<file path="config.mk">
export PLATFORM = sky130hd
export DESIGN_NAME = watch_timer
export DESIGN_NICKNAME = d
export VERILOG_FILES = /design/src/rtl/wt_pkg.sv /design/src/rtl/wt_ctrl_reg.sv /design/src/rtl/wt_divider.sv /design/src/rtl/wt_flag.sv /design/src/rtl/wt_taps.sv /design/src/rtl/watch_timer.sv
export SDC_FILE = /design/constraint.sdc
export NUM_CORES = 1
export LEC_CHECK = 0
export ABC_AREA = 1
export CORE_ASPECT_RATIO = 0.5
export CORE_MARGIN = 3
export CORE_UTILIZATION = 27
export CTS_CLUSTER_SIZE = 16
export DETAILED_ROUTE_END_ITERATION = 8
export GPL_ROUTABILITY_DRIVEN = 1
export PLACE_DENSITY = 0.43
export SYNTH_ARGS = -nofsm -noshare
export SYNTH_HDL_FRONTEND = slang
export SYNTH_HIERARCHICAL = 1
export SYNTH_SLANG_ARGS = --single-unit
</file>
<file path="constraint.sdc">
create_clock -name clk -period 2.4 [get_ports clk]
set_clock_uncertainty 0.2 [all_clocks]
set_input_delay 0.48 -clock clk [delete_from_list [all_inputs] [get_ports clk]]
set_output_delay 0.48 -clock clk [all_outputs]
set_load 0.05 [all_outputs]
</file>
<file path="src/rtl/wt_pkg.sv">
package wt_pkg;
  localparam int CTRL_W = 5;
  localparam int SEL_W  = 2;

  typedef struct packed {
    logic [SEL_W-1:0] buz_sel;
    logic             buz_en;
    logic             fast;
    logic             en;
  } wt_ctrl_t;
endpackage

</file>
<file path="src/rtl/wt_ctrl_reg.sv">
module wt_ctrl_reg
  import wt_pkg::*;
(
  input  logic     clk,
  input  logic     rst_n,
  input  logic     we,
  input  wt_ctrl_t wdata,
  input  logic     wrap,
  output wt_ctrl_t ctrl,
  output logic     mode_fast
);
  logic next_fast;

  assign next_fast = we ? wdata.fast : ctrl.fast;

  always_ff @(posedge clk or negedge rst_n) begin
    if (!rst_n) begin
      ctrl <= '0;
    end else if (we) begin
      ctrl <= wdata;
    end
  end

  // active mode follows the register only while idle or at a full wrap
  always_ff @(posedge clk or negedge rst_n) begin
    if (!rst_n) begin
      mode_fast <= 1'b0;
    end else if (!ctrl.en || wrap) begin
      mode_fast <= next_fast;
    end
  end
endmodule

</file>
<file path="src/rtl/wt_divider.sv">
module wt_divider #(
  parameter int CNT_W  = 14,
  parameter int FAST_W = 7
) (
  input  logic             clk,
  input  logic             rst_n,
  input  logic             en,
  input  logic             mode_fast,
  output logic [CNT_W-1:0] cnt,
  output logic             tick,
  output logic             wrap
);
  logic full_end;
  logic fast_end;

  assign full_end = (cnt == {CNT_W{1'b1}});
  assign fast_end = (cnt[FAST_W-1:0] == {FAST_W{1'b1}});
  assign wrap     = en & full_end;
  assign tick     = en & (mode_fast ? fast_end : full_end);

  always_ff @(posedge clk or negedge rst_n) begin
    if (!rst_n) begin
      cnt <= '0;
    end else if (!en) begin
      cnt <= '0;
    end else begin
      cnt <= cnt + 1'b1;
    end
  end
endmodule

</file>
<file path="src/rtl/wt_flag.sv">
module wt_flag (
  input  logic clk,
  input  logic rst_n,
  input  logic set,
  input  logic clr,
  output logic flag
);
  // set has priority over clear
  always_ff @(posedge clk or negedge rst_n) begin
    if (!rst_n) begin
      flag <= 1'b0;
    end else begin
      flag <= set | (flag & ~clr);
    end
  end
endmodule

</file>
<file path="src/rtl/wt_taps.sv">
module wt_taps #(
  parameter int CNT_W    = 14,
  parameter int SEL_W    = 2,
  parameter int BUZ_TOP  = 3,
  parameter int DISP_TAP = 5
) (
  input  logic [CNT_W-1:0] cnt,
  input  logic             en,
  input  logic             buz_en,
  input  logic [SEL_W-1:0] sel,
  output logic             buzz,
  output logic             disp
);
  localparam int NSEL = 1 << SEL_W;

  logic [NSEL-1:0] tap_v;

  // select 0 takes the slowest tap, and each step up halves the period
  for (genvar g = 0; g < NSEL; g++) begin : g_tap
    assign tap_v[g] = cnt[BUZ_TOP-g];
  end

  assign buzz = en & buz_en & tap_v[sel];
  assign disp = en & cnt[DISP_TAP];
endmodule

</file>
<file path="src/rtl/watch_timer.sv">
module watch_timer
  import wt_pkg::*;
#(
  parameter int CNT_W    = 14,
  parameter int FAST_W   = 7,
  parameter int BUZ_TOP  = 3,
  parameter int DISP_TAP = 5
) (
  input  logic              clk,
  input  logic              rst_n,
  input  logic              cfg_we,
  input  logic [CTRL_W-1:0] cfg_wdata,
  input  logic              irq_clr,
  output logic              irq_flag,
  output logic              buzz_o,
  output logic              disp_clk
);
  wt_ctrl_t         ctrl;
  wt_ctrl_t         wdata_s;
  logic             mode_fast;
  logic [CNT_W-1:0] cnt;
  logic             tick;
  logic             wrap;

  assign wdata_s = wt_ctrl_t'(cfg_wdata);

  wt_ctrl_reg u_ctrl (
    .clk(clk), .rst_n(rst_n), .we(cfg_we), .wdata(wdata_s),
    .wrap(wrap), .ctrl(ctrl), .mode_fast(mode_fast)
  );

  wt_divider #(.CNT_W(CNT_W), .FAST_W(FAST_W)) u_div (
    .clk(clk), .rst_n(rst_n), .en(ctrl.en), .mode_fast(mode_fast),
    .cnt(cnt), .tick(tick), .wrap(wrap)
  );

  wt_flag u_flag (
    .clk(clk), .rst_n(rst_n), .set(tick), .clr(irq_clr), .flag(irq_flag)
  );

  wt_taps #(.CNT_W(CNT_W), .SEL_W(SEL_W), .BUZ_TOP(BUZ_TOP), .DISP_TAP(DISP_TAP)) u_taps (
    .cnt(cnt), .en(ctrl.en), .buz_en(ctrl.buz_en), .sel(ctrl.buz_sel),
    .buzz(buzz_o), .disp(disp_clk)
  );
endmodule

</file>
==> impl_metrics.csv, run 1 <==
group,metric,value,unit
critical_path,cpMaxStageDelayCell,"clkdlybuf4s50_1",
yosys,synth_area,1180,µm²
final_layout,register_area,526,µm²
clocking,ctsRootBufferMaster,"clkbuf_8",
critical_path,cpPeakStageDelay,0.80,ns
yosys,ys_ff_latch,21,
route,wirelength_met1,1270,µm
yosys,ys_top_cells_by_area,"dfrtp_1 (45%), nand2_1 (17%), nor2_1 (9.2%)",
timing,drv_slew,0,
yosys,synth_top_area_cell,"dfrtp_1",
pwr,leakage,0.661,nW
job,cap_violations,0,
clocking,htree_levels,1,
final_layout,finalNetCount,194,
route,drtIter0Drc,63,
timing,fin_crit_sh,86.8,%
timing,period_minus_slack,2.08,ns
floorplanning,die_w,99.4,µm
clocking,insertion_delay,0.26,ns
route,route.vias.total,989,
global_route,grt_usage,10.9,%
worst_hold_path,hold_path.class,"reg -> reg",
route,highest_layer,"met4",
route,viasPerCell,4.19,
critical_path,arrival,1.40,ns
route,dr_wl_met3,104,µm
global_route,antenna_found_initial,0,
critical_path,end_kind,"primary output",
yosys,synthCells,166,
global_route,grt_remaining_overflow,0,
timing,rsz0062_at_grt,"no",
floorplanning,coreArea,4040,µm²
final_layout,syn2layout_area_growth,19.6,%
critical_path,cp-start-kind,"flop",
critical_path,reg2reg_slack,0.70,ns
final_layout,num_antenna_cells,0,
route,drt_drc_violations_left,0,
timing,setup_viol,0,
timing,max_freq,480,MHz
yosys,synth_top_area_share,44.6,%
critical_path,worst-path-stages,1,
critical_path,critPathKind,"reg -> out",
final_layout,n_fill_cell,454,
timing,hold_viol,0,
critical_path,worstPathMaxFanout,2,
critical_path,reg2reg_to,"u_ctrl/mode_fast",
critical_path,path_cells,"clkdlybuf4s50_1",
clocking,cts.sinks,21,
placement,dp_hpwl,1810,µm
critical_path,critPathBufInv,1,
worst_hold_path,whs_endpoint,"u_flag/flag",
pwr,power_density,506,nW/µm²
pwr,ir_worst_vdd,183,µV
floorplanning,die_y,52.7,µm
critical_path,crit_family,"buffers and inverters",
timing,maxSlewHeadroom,67.1,%
clocking,postCtsSetupBuffers,0,
critical_path,r2r_cells,9,
clocking,clk_pin_slew,0.08,ns
yosys,syn_avg_cell_area,7.10,µm²
global_route,grt_pass1_wl,4360,µm
placement,gp_congestion,0.760,
yosys,synth_nets,177,
placement,dp_cells,232,
yosys,ys_warn_count,6,
route,routed_wl,2440,µm
final_layout,final_cells,236,
global_route,grt_max_degree,22,
timing,fin_setup_tns,0,ns
final_layout,multi_input_area,542,µm²
global_route,grt_pass1_vias,931,
floorplanning,fp-row-count,16,
yosys,synth_seq_area_share,44.6,%
route,route.met2.wl,1050,µm
worst_hold_path,hold_depth,2,
clocking,cts_buffers,3,
critical_path,timing.rr.start,"u_div/cnt[0]",
route,dr.pass1.iters,4,
run_status,status,"finished clean",
floorplanning,die_area,5240,µm²
critical_path,crit_required,1.72,ns
floorplanning,initial_core_util,29.1,%
final_layout,drive_above_1_share,11.5,%
clocking,postCtsResizedCells,0,
timing,worst_pin_slew,0.492,ns
route,wire_per_inst,10.3,µm
pwr,total_power,0.000714,W
route,drtAntennaViolNets,0,
clocking,holdBufCountCts,0,
floorplanning,boundaryPins,12,
yosys,synth_cell_types,19,
placement,io_buffers,11,
clocking,cts_tree,"yes",
clocking,cts_buffer_depth,2,
worst_hold_path,min_from,"u_flag/flag",
power breakdown:
group          internal [W]  switching (W)  leakage, nW
combinational     0.0000384      0.0000526        0.359
sequential         0.000370      0.0000171        0.278
clock              0.000118       0.000117       0.0228
total              0.000527       0.000187        0.661
routing by layer:
metal,vias up,global-route usage (%)
li1,534,-
met1,435,14.4
met2,18,16.8
met3,2,3.59
met4,0,3.40
met5,-,0
worst register-to-register path: stages, from the launching register on:
cell	delay (ns)
dfrtp_1	0.48
ha_1	0.21
inv_1	0.08
nor2_4	0.14
nand3_2	0.10
nor3_1	0.16
inv_1	0.09
nand2_1	0.06
nand3_1	0.07
nand2_1	0.06
worst max path at each step:
| stage | endpoint | slack (ns) | start |
|---|---|---|---|
| after floorplan | buzz_o | 0.71 | u_div/cnt[0] |
| after global placement | irq_flag | 0.60 | u_flag/flag |
| after detailed placement | irq_flag | 0.60 | u_flag/flag |
| after CTS | irq_flag | 0.30 | u_flag/flag |
| after global routing | irq_flag | 0.28 | u_flag/flag |
| final | irq_flag | 0.32 | u_flag/flag |
cell usage after synthesis:
master	instances
o21ai_0	5
nand3_2	2
o21bai_1	1
inv_2	2
nand3_1	7
nand4_1	1
dfrtp_1	21
nand2_1	52
nor2_4	2
nor2_1	29
clkbuf_8	1
inv_1	24
o21ai_1	1
ha_1	2
nand2_2	5
nor3_1	3
and2_1	1
a21oi_1	4
nor2_2	3
cell families (layout without fill, tap and decap cells):
family	count (synthesis)	after routing	share of synthesized area, %
fa+ha+maj	2	2	2.12
compound gates	11	11	4.88
simple gates	105	105	39.0
flops	21	21	44.6
buf+inv	27	43	9.45
final cells by class:
class | count | area share (%)
Inverter | 26 | 6.92
Tap cell | 54 | 4.79
Multi-Input combinational cell | 118 | 38.4
Clock buffer | 4 | 3.19
Sequential cell | 21 | 37.3
Timing Repair Buffer | 13 | 9.41
layout by cell type (no fill, tap or decap), types with 4 or more instances in the layout:
cell type	n
a21oi_1	4
inv_1	24
o21ai_0	5
dfrtp_1	21
nand3_1	7
nand2_1	52
nor2_1	29
clkdlybuf4s50_1	9
nand2_2	5
registers in the layout, indices dropped and copies added, names as in the netlist:
name / flops
u_ctrl/ctrl: 5
u_ctrl/mode_fast: 1
u_flag/flag: 1
u_div/cnt: 14
through the flow:
step | instance area [µm²] | worst slack, ns | util [%] | hold WS (ns)
floorplan | 1180 | 0.706 | - | -0.0156
finish | 1410 | 0.317 | 34.9 | 0.272
global placement | 1370 | 0.601 | 33.8 | 0.257
detailed placement | 1370 | 0.598 | 33.8 | 0.263
CTS | 1410 | 0.300 | 34.9 | 0.281
global route | 1410 | 0.278 | 34.9 | 0.306
Power figures use the tool's default switching activity.
==> run 2, diff against run 1 <==
ABC_AREA = not set   (was 1)
==> run 2 against run 1 <==
Setup slack got worse by 0.20 ns. Wire length fell by 15%. Die area fell by 9.7%. Critical path depth increased by 2. Largest power group unchanged. Via count shrank 23%.
==> impl_metrics.csv, run 2 <==
group,metric,value,unit
yosys,synth_top_area_share,49.9,%
final_layout,largest_register_ffs,14,
route,route.vias.total,758,
clocking,postCtsResizedCells,0,
critical_path,cpMaxStageDelayCell,"mux4_2",
yosys,yosys.area_share.simple,22.6,%
yosys,synth_cell_types,30,
critical_path,worstPathMaxFanout,7,
final_layout,num_antenna_cells,0,
critical_path,end_kind,"primary output",
run_status,status,"finished clean",
route,drt_drc_violations_left,0,
final_layout,fin_area,1270,µm²
global_route,grt_remaining_overflow,0,
floorplanning,die_w,94.3,µm
yosys,synth_edf_count,0,
global_route,antenna_found_initial,0,
timing,drv_slew,0,
route,wire_per_inst,12.9,µm
pwr,leakage,0.514,nW
timing,hold_viol,0,
yosys,synth_area,1050,µm²
placement,place_area,1220,µm²
yosys,synth_nets,107,
critical_path,critPathKind,"reg -> out",
floorplanning,boundaryPins,12,
critical_path,crit_start,"u_div/cnt[2]",
global_route,grt_usage,9.80,%
critical_path,arrival,1.60,ns
clocking,insertion_delay,0.27,ns
route,drtIter0Drc,33,
clocking,holdBufCountCts,0,
pwr,ir_worst_vdd,160,µV
placement,gp_congestion,0.728,
critical_path,timing.rr.start,"u_div/cnt[0]",
floorplanning,initial_core_util,29.4,%
final_layout,final_common_cell,"dfrtp_1",
timing,holdWs,0.300,ns
clocking,postCtsSetupBuffers,0,
critical_path,path_cells,"mux4_2, and3_1, buf_4",
yosys,ys_async_sr_fraction,100,%
critical_path,crit_required,1.72,ns
timing,fin_crit_sh,95.2,%
job,cap_violations,0,
final_layout,syn2layout_area_growth,20.2,%
clocking,cts.sinks,21,
timing,setup_viol,0,
yosys,synth_top_family_by_area,"simple AND/OR/NAND/NOR gates",
final_layout,drive_above_1_share,17.3,%
global_route,grt_max_degree,22,
route,routed_wl,2070,µm
yosys,synth_compound_area_share,8.55,%
timing,worst_pin_slew,0.493,ns
timing,fin_setup_tns,0,ns
yosys,synthMuxAreaShare,11.2,%
final_layout,finalNetCount,122,
floorplanning,coreArea,3580,µm²
timing,maxSlewHeadroom,67.0,%
critical_path,crit_family,"multiplexers",
yosys,synth_seq_area_share,49.9,%
critical_path,cp-start-kind,"flop",
clocking,clk_pin_slew,0.09,ns
pwr,power_density,567,nW/µm²
route,drtAntennaViolNets,0,
clocking,cts_tree,"yes",
critical_path,critPathBufInv,1,
yosys,ys_warn_count,6,
floorplanning,die_area,4730,µm²
clocking,cts_buffer_depth,2,
clocking,ctsRootBufferMaster,"clkbuf_8",
placement,io_buffers,11,
timing,period_minus_slack,2.28,ns
yosys,yosysMostFrequentCell,"dfrtp_1",
global_route,grt_pass1_wl,3530,µm
yosys,synth_fa_ha_area_share,2.38,%
final_layout,n_fill_cell,361,
yosys,synth-main-ff-cell,"dfrtp_1",
yosys,syn_avg_cell_area,11.0,µm²
timing,rsz0062_at_grt,"no",
final_layout,final_cell_mix,"dfrtp_1 (21), clkdlybuf4s50_1 (9), a21oi_1 (8), nand3_1 (7), nand2_1 (6)",
yosys,synth_top_cells_by_count,"dfrtp_1 (21), a21oi_1 (8), nand3_1 (7)",
yosys,synthCells,96,
final_layout,reg_top3,"u_div/cnt x14, u_ctrl/ctrl x5",
timing,max_freq,438,MHz
yosys,synth_top_area_cell,"dfrtp_1",
worst_hold_path,min_from,"u_flag/flag",
yosys,synth_xor_area_share,2.49,%
clocking,cts_buffers,3,
clocking,htree_levels,1,
yosys,ys_top_cells_by_area,"dfrtp_1 (50%), mux2_2 (4.3%), a21oi_1 (3.8%)",
floorplanning,die_y,50.2,µm
yosys,ys_ff_latch,21,
placement,dp_hpwl,1430,µm
critical_path,cpPeakStageDelay,0.49,ns
final_layout,largest-register,"u_div/cnt",
route,viasPerCell,4.71,
route,dr.pass1.iters,4,
global_route,grt_pass1_vias,706,
worst_hold_path,hold_path.class,"reg -> reg",
floorplanning,fp-row-count,15,
pwr,total_power,0.000718,W
==> run 2: cell types whose count changed in the layout (fill, tap and decap cells not counted), moves of 4 or more <==
cell,before,now
or3_1,0,4
nand2_1,52,6
nor2_1,29,4
inv_1,24,3
nand2_2,5,0
or4_1,0,4
a21oi_1,4,8
mux2_2,0,4
==> run 2: area by class of cell <==
type	instances	area [µm²]	area share [%]
Inverter	3	11.3	0.889
Tap cell	51	63.8	5.04
Clock buffer	3	41.3	3.26
Multi-Input combinational cell	69	497	39.2
Sequential cell	21	526	41.5
Clock inverter	1	7.51	0.593
Timing Repair Buffer	13	120	9.49
==> run 2: cell families (layout without fill, tap and decap cells) <==
kind of cell / count (synthesis) / in the layout
fa+ha+maj: 2 / 2
mux: 9 / 9
xor+xnor: 3 / 3
compound gates: 16 / 16
flops: 21 / 21
buf+inv: 6 / 20
simple gates: 39 / 39
==> run 2: where the power goes <==
group | total [W] | switching [W] | internal [W]
sequential | 0.000397 | 0.0000240 | 0.000373
combinational | 0.0000768 | 0.0000348 | 0.0000420
clock | 0.000244 | 0.000127 | 0.000117
==> run 2: per-stage QoR <==
step	worst slack (ns)	utilization, %	std cells
global route	0.0431	35.3	161
floorplan	0.486	-	96
finish	0.116	35.3	161
CTS	0.111	35.3	161
global placement	0.417	34.0	157
detailed placement	0.392	34.0	157
==> run 2: worst register-to-register path: stages, from the launching register on <==
cell and delay [ns]:
dfrtp_1 0.44, ha_1 0.24, nand4_2 0.16, or4_1 0.51, a21oi_1 0.20, a21o_1 0.10
==> run 2: layer usage <==
layer / GRT usage (%) / up-vias / share of wire (%)
met2: 12.6 / 12 / 39
met5: 0 / - / 0
met3: 3.59 / 2 / 3.5
met1: 15.5 / 368 / 57
met4: 1.44 / 0 / 0.48
li1: - / 376 / -
==> run 2: worst paths after layout <==
kind | endpoint | slack (ns) | depth (start not counted)
setup reg to reg | u_flag/flag | 0.50 | 5
min in group asynchronous | u_div/cnt[12] | 0.36 | 2
hold reg to reg | u_flag/flag | 0.30 | 1
hold / removal | u_flag/flag | 0.30 | 1
setup / recovery | buzz_o | 0.12 | 3
max in group asynchronous | u_div/cnt[3] | 1.41 | 2
==> run 3, diff against run 2 <==
GPL_ROUTABILITY_DRIVEN = 0   (was 1)
SKIP_CTS_REPAIR_TIMING = 1   (was not set)
==> results of run 3 <==
Same layout as run 2: the final DEF is identical, and so are final timing and power.
